**config.mk**
```make
export PLATFORM = sky130hd
export DESIGN_NAME = hdlc_addr_filter
export DESIGN_NICKNAME = d
export VERILOG_FILES = /design/src/rtl/hafilt_pkg.sv /design/src/rtl/hafilt_match.sv /design/src/rtl/hafilt_lag.sv /design/src/rtl/hdlc_addr_filter.sv
export SDC_FILE = /design/constraint.sdc
export NUM_CORES = 1
export LEC_CHECK = 0
export ABC_AREA = 1
export CAP_MARGIN = 20
export CORE_MARGIN = 2
export CORE_UTILIZATION = 45
export CTS_CLUSTER_SIZE = 10
export DETAILED_ROUTE_END_ITERATION = 6
export GPL_TIMING_DRIVEN = 0
export PLACE_DENSITY_LB_ADDON = 0.3
export SLEW_MARGIN = 0
export SYNTH_ARGS = -nofsm -noshare
export SYNTH_HDL_FRONTEND = slang
export SYNTH_SLANG_ARGS = --single-unit
```
**constraint.sdc**
```tcl
create_clock -name clk -period 1.9 [get_ports clk]
set_input_delay 0.57 -clock clk [delete_from_list [all_inputs] [get_ports clk]]
set_output_delay 0.57 -clock clk [all_outputs]
set_load 0.02 [all_outputs]
```
**src/rtl/hafilt_pkg.sv**
```systemverilog
package hafilt_pkg;

    typedef enum logic [2:0] {
        ST_HUNT,
        ST_IDLE,
        ST_ADDR2,
        ST_PASS,
        ST_DROP
    } hafilt_state_e;

endpackage

```
**src/rtl/hafilt_match.sv**
```systemverilog
module hafilt_match #(
    parameter int ADDR_W   = 16,
    parameter int NUM_ADDR = 4,
    parameter int IDX_W    = 2
) (
    input  logic [ADDR_W-1:0]          rx_addr,
    input  logic [ADDR_W-1:0]          mask,
    input  logic [NUM_ADDR*ADDR_W-1:0] table_flat,
    output logic                       hit,
    output logic [IDX_W-1:0]           idx
);

    logic [NUM_ADDR-1:0] hit_vec;

    // One masked comparator per address register
    for (genvar g = 0; g < NUM_ADDR; g++) begin : g_cmp
        assign hit_vec[g] =
            ((rx_addr ^ table_flat[g*ADDR_W +: ADDR_W]) & mask) == '0;
    end

    assign hit = |hit_vec;

    // Lowest index wins: scan downward so the last write is the lowest hit
    always_comb begin
        idx = '0;
        for (int i = NUM_ADDR - 1; i >= 0; i--) begin
            if (hit_vec[i]) begin
                idx = IDX_W'(i);
            end
        end
    end

endmodule

```
**src/rtl/hafilt_lag.sv**
```systemverilog
module hafilt_lag #(
    parameter int W = 8
) (
    input  logic         clk,
    input  logic         rst_n,
    input  logic         load,
    input  logic [W-1:0] d,
    output logic [W-1:0] q
);

    always_ff @(posedge clk or negedge rst_n) begin
        if (!rst_n) begin
            q <= '0;
        end else if (load) begin
            q <= d;
        end
    end

endmodule

```
**src/rtl/hdlc_addr_filter.sv**
```systemverilog
module hdlc_addr_filter
    import hafilt_pkg::*;
#(
    parameter int DATA_W   = 8,
    parameter int NUM_ADDR = 4,
    localparam int ADDR_W  = 2 * DATA_W,
    localparam int IDX_W   = (NUM_ADDR > 1) ? $clog2(NUM_ADDR) : 1
) (
    input  logic                       clk,
    input  logic                       rst_n,
    input  logic                       enable,
    input  logic [NUM_ADDR*ADDR_W-1:0] cfg_addr,
    input  logic [ADDR_W-1:0]          cfg_mask,
    input  logic                       in_valid,
    input  logic                       in_flag,
    input  logic [DATA_W-1:0]          in_data,
    output logic                       out_valid,
    output logic                       out_sof,
    output logic                       out_eof,
    output logic [IDX_W-1:0]           out_idx,
    output logic [DATA_W-1:0]          out_data
);

    hafilt_state_e state_q, state_d;

    logic              beat_flag;
    logic              beat_data;
    logic [DATA_W-1:0] lo_q;
    logic [DATA_W-1:0] hold_q;
    logic              addr_hit;
    logic [IDX_W-1:0]  addr_idx;
    logic              take_lo;
    logic              take_hold;
    logic              accept;

    assign beat_flag = enable && in_valid && in_flag;
    assign beat_data = enable && in_valid && !in_flag;

    assign accept    = (state_q == ST_ADDR2) && beat_data && addr_hit;
    assign take_lo   = (state_q == ST_IDLE) && beat_data;
    assign take_hold = accept || ((state_q == ST_PASS) && beat_data);

    hafilt_match #(
        .ADDR_W   (ADDR_W),
        .NUM_ADDR (NUM_ADDR),
        .IDX_W    (IDX_W)
    ) u_match (
        .rx_addr    ({in_data, lo_q}),
        .mask       (cfg_mask),
        .table_flat (cfg_addr),
        .hit        (addr_hit),
        .idx        (addr_idx)
    );

    hafilt_lag #(.W(DATA_W)) u_lo (
        .clk   (clk),
        .rst_n (rst_n),
        .load  (take_lo),
        .d     (in_data),
        .q     (lo_q)
    );

    hafilt_lag #(.W(DATA_W)) u_hold (
        .clk   (clk),
        .rst_n (rst_n),
        .load  (take_hold),
        .d     (in_data),
        .q     (hold_q)
    );

    // Next-state logic
    always_comb begin
        state_d = state_q;
        if (!enable) begin
            state_d = ST_HUNT;
        end else begin
            unique case (state_q)
                ST_HUNT: begin
                    if (beat_flag) state_d = ST_IDLE;
                end
                ST_IDLE: begin
                    if (beat_data) state_d = ST_ADDR2;
                end
                ST_ADDR2: begin
                    if (beat_flag) begin
                        state_d = ST_IDLE;
                    end else if (beat_data) begin
                        state_d = addr_hit ? ST_PASS : ST_DROP;
                    end
                end
                ST_PASS: begin
                    if (beat_flag) state_d = ST_IDLE;
                end
                ST_DROP: begin
                    if (beat_flag) state_d = ST_IDLE;
                end
                default: state_d = ST_HUNT;
            endcase
        end
    end

    // State register
    always_ff @(posedge clk or negedge rst_n) begin
        if (!rst_n) begin
            state_q <= ST_HUNT;
        end else begin
            state_q <= state_d;
        end
    end

    // Output register
    always_ff @(posedge clk or negedge rst_n) begin
        if (!rst_n) begin
            out_valid <= 1'b0;
            out_sof   <= 1'b0;
            out_eof   <= 1'b0;
            out_idx   <= '0;
            out_data  <= '0;
        end else begin
            out_valid <= 1'b0;
            out_sof   <= 1'b0;
            out_eof   <= 1'b0;
            unique case (state_q)
                ST_ADDR2: begin
                    if (accept) begin
                        out_valid <= 1'b1;
                        out_sof   <= 1'b1;
                        out_idx   <= addr_idx;
                        out_data  <= lo_q;
                    end
                end
                ST_PASS: begin
                    if (beat_data || beat_flag) begin
                        out_valid <= 1'b1;
                        out_eof   <= beat_flag;
                        out_data  <= hold_q;
                    end
                end
                ST_HUNT, ST_IDLE, ST_DROP: begin
                end
                default: begin
                end
            endcase
        end
    end

endmodule

```
# Yosys cells after proc, flatten, opt, wreduce, memory -nomap -nowiden
# Index checks and enable logic that the tools add are counted.
dict set report totals {
  ff_bits 32
  output_inout_bits 13
  word_cells 66
}
dict set report classes {
  n_mux 20
  n_bitwise 8
  reduce_logical 21
  n_eq_ne 9
}
# cell n
set op_table {}
lappend op_table {{$and A16 B16 Y16} 4}
lappend op_table {{$logic_not A16 Y1} 4}
lappend op_table {{$xor A16 B16 Y16} 4}
lappend op_table {{$mux W3} 6}
lappend op_table {{$mux W8} 2}
lappend op_table {{$pmux W8 S2} 1}
lappend op_table {{$pmux W3 S3} 1}
lappend op_table {{$mux W2} 4}
lappend op_table {{$logic_and A1 B1 Y1} 7}
lappend op_table {{$eq A3 B2 Y1 const B} 2}
lappend op_table {{$reduce_and A3 Y1} 2}
lappend op_table {{$mux W1} 5}
lappend op_table {{$ne A4 B4 Y1 const B} 1}
lappend op_table {{$reduce_or A4 Y1} 1}
lappend op_table {{$eq A3 B1 Y1 const B} 1}
lappend op_table {{$eq A3 B3 Y1 const B} 1}
lappend op_table {{$logic_not A3 Y1} 1}
lappend op_table {{$ne A3 B2 Y1 const B} 1}
lappend op_table {{$ne A3 B3 Y1 const B} 1}
lappend op_table {{$reduce_or A3 Y1} 1}
lappend op_table {{$logic_or A1 B1 Y1} 2}
lappend op_table {{$ne A2 B1 Y1 const B} 1}
lappend op_table {{$ne A2 B2 Y1 const B} 1}
lappend op_table {{$pmux W1 S2} 1}
lappend op_table {{other kinds (3)} 3}

# Longest topological paths before layout
# Gate-level depths: netlist (run 1).
dict set report depth {
  ltp_word 9
  ltp_mapped 15
}

# Hierarchy
# From an unflattened synthesis (run 1), not the netlist that was laid out.
dict set report hier_totals {
  cells_unflattened 509
  area_unflattened_um2 2836.5
}
# module cells_per_inst area_per_inst_um2 seq_area_each_um2 instances
set modules_own_cells {}
lappend modules_own_cells {hafilt_match 321 1352.5 0.0 1}
lappend modules_own_cells {hdlc_addr_filter 120 873.3 400.4 1}
lappend modules_own_cells {hafilt_lag 34 305.3 200.2 2}

# Worst setup path before layout (run 1)
# Ideal clock, no wire load.
dict set report synth_path {
  kind {in2reg}
  start {input in_data[1]}
  end {register out_data[0]}
  cell_stages 13
  slack_ns 0.062
  t_required_ns 1.782
  t_arrival_ns 1.720
  path_cell_list {buf_6 -> or2_1 -> nand3_1 -> nand2_1 -> nor2_2 -> nand2_2 -> nor2_4 -> nor2_2 -> nand2_4 -> nand2_4 -> buf_4 -> nand3_1 -> nand2_1}
}
dict set report synth_between {
  elab_chain_cells 7
  elab_cells_between_ends 16
  classes_between {eq/ne: 1; bitwise: 8; reduce/logical: 7}
}
# item line_no
set synth_lines {}
lappend synth_lines {{start, declared} hdlc_addr_filter.sv:16} ;# input logic [DATA_W-1:0] in_data,
lappend synth_lines {{$xor A16 B16 Y16} hafilt_match.sv:18} ;# ((rx_addr ^ table_flat[g*ADDR_W +: ADDR_W]) & mask) == '0;
lappend synth_lines {{$and A16 B16 Y16} hafilt_match.sv:18}
lappend synth_lines {{$logic_not A16 Y1} hafilt_match.sv:18}
lappend synth_lines {{$reduce_or A4 Y1 (*)} hafilt_match.sv:21} ;# assign hit = |hit_vec;
lappend synth_lines {{$logic_and A1 B1 Y1 (*)} hdlc_addr_filter.sv:39} ;# assign accept = (state_q == ST_ADDR2) && beat_data && addr_hit;
lappend synth_lines {{$ne A2 B2 Y1 (no source line) (*)} n/a}
lappend synth_lines {{$reduce_and A3 Y1 (no source line) (*)} n/a}
lappend synth_lines {{end signal, assigned} hdlc_addr_filter.sv:129} ;# out_data <= lo_q;
lappend synth_lines {{end signal, assigned} hdlc_addr_filter.sv:136} ;# out_data <= hold_q;
lappend synth_lines {{end, declared} hdlc_addr_filter.sv:21} ;# output logic [DATA_W-1:0] out_data
# Mark *: on every way between the ends. The rest lies on a longest branch, timed or not.
# A chain may end at the register's enable or synchronous reset.

# Worst setup path after layout (run 1)
dict set report layout_path {
  start {input cfg_addr[3]}
  end {register u_hold.q[1]}
}
dict set report layout_between {
  elab_chain_cells 6
}
# item line_no
set layout_lines {}
lappend layout_lines {{start, declared} hdlc_addr_filter.sv:12} ;# input logic [NUM_ADDR*ADDR_W-1:0] cfg_addr,
lappend layout_lines {{$xor A16 B16 Y16} hafilt_match.sv:18}
lappend layout_lines {{$and A16 B16 Y16} hafilt_match.sv:18}
lappend layout_lines {{$logic_not A16 Y1} hafilt_match.sv:18}
lappend layout_lines {{$reduce_or A4 Y1} hafilt_match.sv:21}
lappend layout_lines {{$logic_and A1 B1 Y1} hdlc_addr_filter.sv:39}
lappend layout_lines {{$logic_or A1 B1 Y1} hdlc_addr_filter.sv:41} ;# assign take_hold = accept || ((state_q == ST_PASS) && beat_data);
lappend layout_lines {{end signal, assigned} hafilt_lag.sv:13} ;# q <= '0;
lappend layout_lines {{end signal, assigned} hafilt_lag.sv:15} ;# q <= d;
lappend layout_lines {{end, declared} hafilt_lag.sv:8} ;# output logic [W-1:0] q
# No other way between the ends.

==> results of run 1 <==
## flip-flops by register name, indices dropped and copies added, names as in the netlist
name       cells
u_hold.q       8
state_q        3
out_idx        2
u_lo.q         8
out_valid      1
out_sof        1
out_eof        1
out_data       8
## how the worst max path moves through the flow
stage                       startpoint          end
after floorplan             in_data[1]  out_data[0]
after global placement      in_data[2]  u_hold.q[7]
after detailed placement    in_data[3]  u_hold.q[7]
after CTS                 cfg_addr[24]  u_hold.q[7]
after global routing       cfg_addr[3]  u_hold.q[3]
final                      cfg_addr[3]  u_hold.q[1]
## what timing repair did
| action | in CTS | in global routing |
|---|---|---|
| resized for setup | 129 | 52 |
| setup buffers | 7 | 3 |
| endpoints found under the setup margin | 31 | 29 |
| gates cloned | 1 | 2 |
| pin swaps | 36 | 37 |
## routing by layer
metal,global-route usage (%),vias to the layer above
met1,28.7,1566
met4,5.72,0
li1,-,1739
met3,4.65,13
met5,0,-
met2,40.4,115
## cells in the mapped netlist (4+ instances only)
cell type / n
or2_0: 4
buf_6: 5
nor2_1: 22
nor2_2: 7
o21ai_0: 23
nand2_1: 198
or2_1: 19
inv_2: 6
nand2_2: 7
dfrtp_1: 32
inv_1: 65
nand3_1: 72
o21ai_2: 7
## where the power goes
| group | leakage [nW] | internal [mW] | switching, mW |
|---|---|---|---|
| clock network | 0.0455 | 0.295 | 0.258 |
| registers | 0.400 | 0.819 | 0.136 |
| logic | 1.86 | 0.583 | 0.788 |
## logic make-up (layout without fill, tap and decap cells)
logic type | Yosys count | after routing | synth area share (%)
and+or+nand+nor | 335 | 335 | 51.8
buffers and inverters | 81 | 203 | 12.7
AOI/OAI and AO/OA | 37 | 37 | 7.49
DFF | 32 | 32 | 28.0
## cell usage in the layout (no fill, tap or decap), types with 2 or more instances in the layout
master	instances
nand2_8	2
nand2_4	5
clkbuf_2	2
clkdlybuf4s50_1	16
nand2_1	184
clkdlybuf4s15_1	3
nand2_2	17
clkbuf_8	6
o22ai_1	2
buf_6	4
dfrtp_2	2
nand3_2	11
or2_1	19
dfrtp_1	30
or2_0	4
nor2_2	11
buf_8	3
o21ai_2	9
buf_4	8
o21ai_0	21
dlygate4sd2_1	76
o21ai_1	3
nor2_4	9
nor2_1	10
inv_1	62
inv_2	9
clkbuf_1	3
nand3_1	61
buf_2	9
## layout make-up
type	instances	area [µm²]
multi-input cells	372	1910
well taps	77	96.3
plain buffers	8	73.8
flip-flops and latches	32	803
fillers	572	1960
clock buffers	8	90.1
inverters	71	267
repair buffers	116	1040
## stage by stage
stage                TNS (ns)  power, mW  hold slack, ns  util [%]  worst slack [ns]
floorplan                   0       1.76           0.274         -            0.0624
global placement       -26.04       2.18           0.470      63.8            -0.641
detailed placement     -16.73       2.23           0.466      63.7            -0.698
CTS                 -0.000387       2.73           0.352      65.7         -0.000387
global route            -1.43       3.11           0.377      68.6           -0.0904
finish                -0.0246       2.88           0.332      68.6           -0.0122
==> metrics.txt, run 1 <==
area share of the largest cell type after synthesis=28.0%; unique cell type count in the Yosys netlist=24; max_slew headroom=between 50% and 60%; worst path arrival time=2.13 ns; CP delay by family, top=simple AND/OR/NAND/NOR gates; Max VDD drop=about 530 µV; gr usage total=23.0%; Slowest cell on crit path=dlygate4sd2_1; crit end category=flip-flop; Die H=between 80 and 90 µm; critical path required time=2.12 ns; status=complete, but fails checks; PD cells=roughly 670 nW/µm²; initial DRC count=159; Seq/Total Area, Yosys=28.0%; Antenna Cells=0; min setup slack post-route=-0.0122 ns; Vias/cell=5.02; drt pass-1 iters=5; Final Instance Count excl. Fillers=684; HPWL Detailed=6.38 mm; synth top area cells=dfrtp_1 28%, nand2_1 26%, nand3_1 13%; RSZ-0062 raised after global routing=yes; clk root buf=clkbuf_8; area grow syn2layout=49.9%; clock latency on the worst-skew pair=0.29 ns; vias in the first global route=3165; Critical R2R Launch=u_lo.q[3]; Port Buffers=103; Residual DRC=0; Final Max Slew Viols=0; worst path cell trace=dlygate4sd2_1, or2_1, nand3_1, nand2_1, nor2_2, nand2_2, nor2_4, nor2_4, nand2_4, nand2_8, nand2_8, buf_8, nand2_2, o21ai_2; clock slew at reported path FFs=0.07 ns; CTS Buf Count=5; CP Depth=14; Post-Syn Instances=around 490; Detail Route met3 WL=475 µm; top layer reached by signal wires=met4; Avg WL per Cell=12.5 µm; Synth area leader=dfrtp_1; Row Count=29; actual slew at the worst max-slew pin=~0.72 ns; Detail Route Antenna Nets=0; die area=7000 µm²; Max-cap violations=0; Tightest Hold Check Type=in2async; LEAKAGE=2.31 nW; worst path bufs/invs=2; placed insts=665; Initial Utilization=45.7%; Final Wtd Congestion=0.841; Syn. warnings=0; Syn Nets=between 500 and 600; Worst Clk Skew=0.00739 ns; total I/O pin count=106; Hold Violations, Final=0; failing checks=negative setup slack; wire length of the first global-routing pass=13.5 mm; CORE AREA=about 6200 µm²; M1 wire length=3.65 mm; WS Path Type=in2reg; layout cells sized above 1=18.3%; fin crit share=101%; R2R Path End=u_hold.q[1]; Max H-tree Level=2; Routed WL=8.54 mm; Post-DP Area=3980 µm²; Primary FF master, synth=dfrtp_1; TritonCTS clock tree=done; final setup fails=4; GR Overflow Total=0; r2r worst-path depth=14; initial antenna violation count=0; CP startpoint kind=input pin; crit-path max cell delay=around 0.26 ns; clock sinks=32; nets=between 600 and 700; largest net degree at the start of global routing=33; register bit total from synthesis=32; EDFF count, synth=0; Tmin final=roughly 1.9 ns; DR vias=around 3400; FFs w/ async S/R, synth=100%; maximum fanout along the worst path=5; metal2 WL=4.30 mm; Die W=83.7 µm; syn_area_per_cell=5.89 µm²; maximum clock insertion buffer count=2; synthesized cell area=2860 µm²; CTS Hold Bufs=0; design area=4280 µm²; fmax=523 MHz; reg-to-reg slack, setup=0.02 ns
(Power assumes the default switching activity.)
==> run 2: changes to the inputs <==
CORE_MARGIN = 4   (was 2)
MAX_ROUTING_LAYER = met4   (was default)
==> run 2 against run 1 <==
The flow still finishes with violations (negative setup slack); non-clock buffer count grew 2; hold slack gained 0.022 ns; sequential share of layout area grew 0.26 points; worst setup slack lost 0.0066 ns; utilization grew 1.6 points; flip-flop and latch count is the same; first-iteration DRC count grew 25%; wire length grew 4.7%; critical endpoint is now u_hold.q[3]; largest power group unchanged; highest routed layer unchanged.
==> metrics.txt, run 2 (same netlist as run 1, synthesis figures left out) <==
drt pass-1 iters=5; maximum fanout along the worst path=4; Pwr Total=2.94 mW; commonest non-fill, non-tap cell in the layout=nand2_1; fmax=521 MHz; Row Count=28; initial DRC count=199; clk root buf=clkbuf_8; largest net degree at the start of global routing=33; Die H=around 88 µm; Detail Route Antenna Nets=0; worst path arrival time=about 2.1 ns; Max H-tree Level=2; Hold Violations, Final=0; CP startpoint kind=input pin; max_slew headroom=48.8%; nets=701; clock sinks=32; crit end category=flip-flop; die area=7680 µm²; area grow syn2layout=48.1%; TritonCTS clock tree=done; r2r worst-path depth=15; Critical Path End=u_hold.q[3]; Critical R2R Launch=u_lo.q[4]; Vias/cell=4.95; actual slew at the worst max-slew pin=0.768 ns; Worst Clk Skew=approximately 0.0074 ns; Port Buffers=103; R2R Path End=u_hold.q[3]; CORE AREA=6030 µm²; WHS=approximately 0.35 ns; Residual DRC=0; CTS Buf Count=5; Final Max Slew Viols=0; Final Wtd Congestion=0.856; most frequent cells in the layout=187 x nand2_1, 76 x dlygate4sd2_1, 67 x nand3_1; RSZ-0062 raised after global routing=yes; min setup slack post-route=-0.0188 ns; layout cells sized above 1=16.1%; gr usage total=24.2%; failing checks=negative setup slack; initial antenna violation count=0; PD cells=696 nW/µm²; Avg WL per Cell=13.1 µm; reg-to-reg slack, setup=0 ns; final setup fails=8; Max VDD drop=616 µV; status=complete, but fails checks; Antenna Cells=0; critical path required time=2.12 ns; Initial Utilization=47.4%; final-layout fill cell count=539; Regs by FF count=out_data x8, u_hold.q x8, u_lo.q x8; WS Path Type=in2reg; vias in the first global route=3263; total I/O pin count=106; Routed WL=8.94 mm; Max-cap violations=0; fin crit share=101%; HPWL Detailed=slightly below 7 mm; Tightest Hold Check Type=in2async; Die W=87.7 µm; GR Overflow Total=0; wire length of the first global-routing pass=14.4 mm; CTS Hold Bufs=0; clock latency on the worst-skew pair=0.29 ns; Tmin final=approximately 1.9 ns; maximum clock insertion buffer count=2; clock slew at reported path FFs=roughly 0.07 ns; start point of the critical path=cfg_addr[4]; LEAKAGE=around 2.3 nW; DR vias=3388; setup_tns=-0.0653 ns
[run 2: cell count changes in the layout (fill, tap and decap cells not counted), sizes merged]
cell | previous run | this run
clkbuf | 12 | 8
buf | 25 | 27
bufinv | 0 | 1
clkdlybuf4s15 | 3 | 4
clkdlybuf4s18 | 0 | 1
clkinv | 0 | 1
[run 2: worst min path at each step]
| stage | start | to | slack [ns] |
|---|---|---|---|
| floorplan | rst_n | out_data[0] | 0.27 |
| global placement | state_q[0] | state_q[0] | 0.46 |
| detailed placement | state_q[0] | state_q[0] | 0.47 |
| CTS | rst_n | out_data[2] | 0.36 |
| global route | rst_n | out_data[5] | 0.41 |
| finish | rst_n | out_data[2] | 0.35 |
[run 2: repair_timing]
action                                  CTS  global route
cloned                                    1             1
endpoints found under the setup margin   31            30
pin swaps                                65            18
setup buffers                            15             2
resized for setup                       126            36
[run 2: stage by stage]
step                utilization (%)  cell area [µm²]  cells  setup slack [ns]
finish                         70.2             4230    684           -0.0188
global route                   70.2             4230    684            -0.105
CTS                            69.6             4200    686          -0.00494
detailed placement             66.0             3980    663            -0.686
global placement               66.1             3980    663            -0.642
floorplan                         -             2860    485            0.0624
[run 2: routing by layer]
| layer | up-vias | share of wire, % | global-route usage (%) |
|---|---|---|---|
| met5 | - | 0 | - |
| met1 | 1518 | 42 | 29.6 |
| met4 | 0 | 1.2 | 6.00 |
| li1 | 1746 | - | - |
| met3 | 9 | 5.4 | 3.10 |
| met2 | 115 | 51 | 42.2 |
[run 2: power by group]
part	switching (mW)	internal [mW]
clock network	0.269	0.389
logic	0.739	0.565
registers	0.158	0.821
[run 2: layout make-up]
type                    instances  area (µm²)  area share (%)
plain buffers                   7        61.3            1.45
clock buffers                   6        72.6            1.72
clock inverters                 2        35.0           0.829
inverters                      71         267            6.30
multi-input cells             372        1840            43.4
flip-flops and latches         32         805            19.0
well taps                      75        93.8            2.22
repair buffers                119        1060            25.0
[run 2: critical path, stage by stage]
cell and delay, ns:
dlygate4sd2_1 0.25, or2_0 0.23, nand3_1 0.07, nand2_1 0.07, nor2_2 0.11, nand2_2 0.09, nor2_4 0.15, nor2_4 0.06
nand2_4 0.07, nand2_4 0.08, nand2_8 0.09, buf_6 0.11, buf_6 0.08, nand2_2 0.04, o21ai_2 0.05
==> run 3: changes to the inputs <==
CTS_CLUSTER_SIZE = default   (was 10)
MAX_ROUTING_LAYER = default   (was met4)
==> run 3 against run 2 <==
The run still ends with negative setup slack left; clock skew decreased by 0.0022 ns; sequential share of layout area unchanged; hold slack got worse by 0.0049 ns; count of clock-buffer cells in the layout unchanged; worst setup slack got worse by 0.0068 ns; fmax decreased by 0.35%; clock power about the same; via count increased by 0.53%; power about the same; first-iteration DRC count increased by 7.0%; critical path type unchanged.
==> metrics.txt, run 3 (same netlist as run 1, synthesis figures left out) <==
drt pass-1 iters=5; wire length of the first global-routing pass=14.5 mm; sw power=1.17 mW; crit end category=flip-flop; Die W=roughly 88 µm; clock slew at reported path FFs=0.07 ns; maximum clock insertion buffer count=2; final setup fails=11; RSZ-0062 raised after global routing=yes; area grow syn2layout=48.1%; Row Count=28; clk root buf=clkbuf_8; Comb pwr share=44.4%; min setup slack post-route=-0.0256 ns; worst path bufs/invs=3; nets=roughly 700; WHS=0.349 ns; HPWL Detailed=6.85 mm; gr usage total=23.5%; Final Max Slew Viols=0; GR Overflow Total=0; Max-cap violations=0; CTS Hold Bufs=0; fin crit share=101%; Initial Utilization=47.4%; Pwr Total=2.94 mW; total I/O pin count=106; Tightest Hold Check Type=in2async; PD cells=696 nW/µm²; DR vias=3406; WS Path Type=in2reg; Regs by FF count=out_data x8, u_hold.q x8, u_lo.q x8; LEAKAGE=2.31 nW; worst path cell trace=dlygate4sd2_1, or2_0, nand3_1, nand2_1, nor2_2, nand2_2, nor2_4, nor2_4, nand2_4, nand2_4, nand2_8, buf_6, buf_6, nand2_2, o21ai_2; Slowest cell on crit path=dlygate4sd2_1; Post-DP Area=3980 µm²; commonest non-fill, non-tap cell in the layout=nand2_1; crit-path max cell delay=0.25 ns; Final Wtd Congestion=0.843; CORE AREA=6030 µm²; layout cells sized above 1=16.1%; actual slew at the worst max-slew pin=0.753 ns; worst path arrival time=2.14 ns; placed insts=663; Seq pwr share=33.3%; final-layout fill cell count=539; Worst Clk Skew=approximately 0.0052 ns; Residual DRC=0; initial DRC count=approximately 210; critical path required time=2.12 ns; Antenna Cells=0; CTS Buf Count=5; die area=approximately 7700 µm²; most frequent cells in the layout=187 x nand2_1, 76 x dlygate4sd2_1, 67 x nand3_1; Tmin final=1.93 ns; Die H=around 88 µm; Hold Violations, Final=0; clock sinks=32; Clock power frac=22.3%; Max VDD drop=616 µV; Power Internal=1.78 mW; Final Instance Count excl. Fillers=684; initial antenna violation count=0; max_slew headroom=49.8%; Detail Route Antenna Nets=0; setup_tns=-0.121 ns; clock latency on the worst-skew pair=between 0.2 and 0.3 ns; largest net degree at the start of global routing=33; failing checks=negative setup slack; CP delay by family, top=simple AND/OR/NAND/NOR gates; fmax=519 MHz; maximum fanout along the worst path=4; Max H-tree Level=2; status=complete, but fails checks; design area=4230 µm²; CP startpoint kind=input pin; Sw Share=39.7%; vias in the first global route=3259; Vias/cell=4.98; Avg WL per Cell=13.1 µm; Routed WL=8.98 mm; Port Buffers=103; TritonCTS clock tree=done
==> run 3: metrics by stage <==
step                util [%]  setup slack [ns]
floorplan                  -            0.0624
global placement        66.1            -0.642
detailed placement      66.0            -0.686
CTS                     69.6          -0.00494
global route            70.2            -0.105
finish                  70.2           -0.0256
==> run 3: layout make-up <==
cell class	count	area [µm²]	share of cell area, %
Multi-Input combinational cell	372	1840	43.4
Inverter	71	267	6.30
Sequential cell	32	805	19.0
Clock inverter	2	35.0	0.829
Timing Repair Buffer	119	1060	25.0
Buffer	7	61.3	1.45
Clock buffer	6	72.6	1.72
Tap cell	75	93.8	2.22
==> run 3: worst reg2reg max path: stages, from the launching register on <==
cell     delay, ns
dfrtp_1       0.39
buf_6         0.13
or2_0         0.20
nand3_1       0.07
nand2_1       0.09
nor2_2        0.11
nand2_2       0.09
nor2_4        0.16
nor2_4        0.06
nand2_4       0.08
nand2_4       0.08
nand2_8       0.09
buf_6         0.11
buf_6         0.09
nand2_2       0.04
o21ai_2       0.05
==> run 3: worst paths after layout <==
| kind | start | end | slack [ns] | cells after the start |
|---|---|---|---|---|
| worst max-delay path | cfg_addr[4] | u_hold.q[3] | -0.03 | 15 |
| worst max register to register | u_lo.q[4] | u_hold.q[3] | -0.01 | 15 |
| min in group clk | state_q[0] | state_q[0] | 0.50 | 2 |
| worst min-delay path | rst_n | out_data[5] | 0.35 | 1 |
| max in group asynchronous | rst_n | u_lo.q[7] | 1.03 | 1 |
| worst min register to register | state_q[0] | state_q[0] | 0.50 | 2 |
==> run 3: power groups by stage <==
stage / combinational [mW] / sequential, mW / clock (mW)
finish: 1.31 / 0.980 / 0.656
global route: 1.48 / 1.01 / 0.696
floorplan: 0.826 / 0.930 / 0
detailed placement: 1.29 / 0.943 / 0
global placement: 1.25 / 0.934 / 0
CTS: 1.27 / 0.951 / 0.657
==> run 3: per-layer routing <==
layer	track usage, %	routed length (µm)	part of all wire [%]
met1	29.0	3670	41
met5	0	0	0
met3	3.86	552	6.1
met4	6.00	112	1.2
met2	42.3	4640	52
==> run 3: timing repair <==
action,CTS,global route
buffers inserted,15,2
pin swaps,65,18
endpoints found under the setup margin,31,30
resized for setup,126,36
gates cloned,1,1
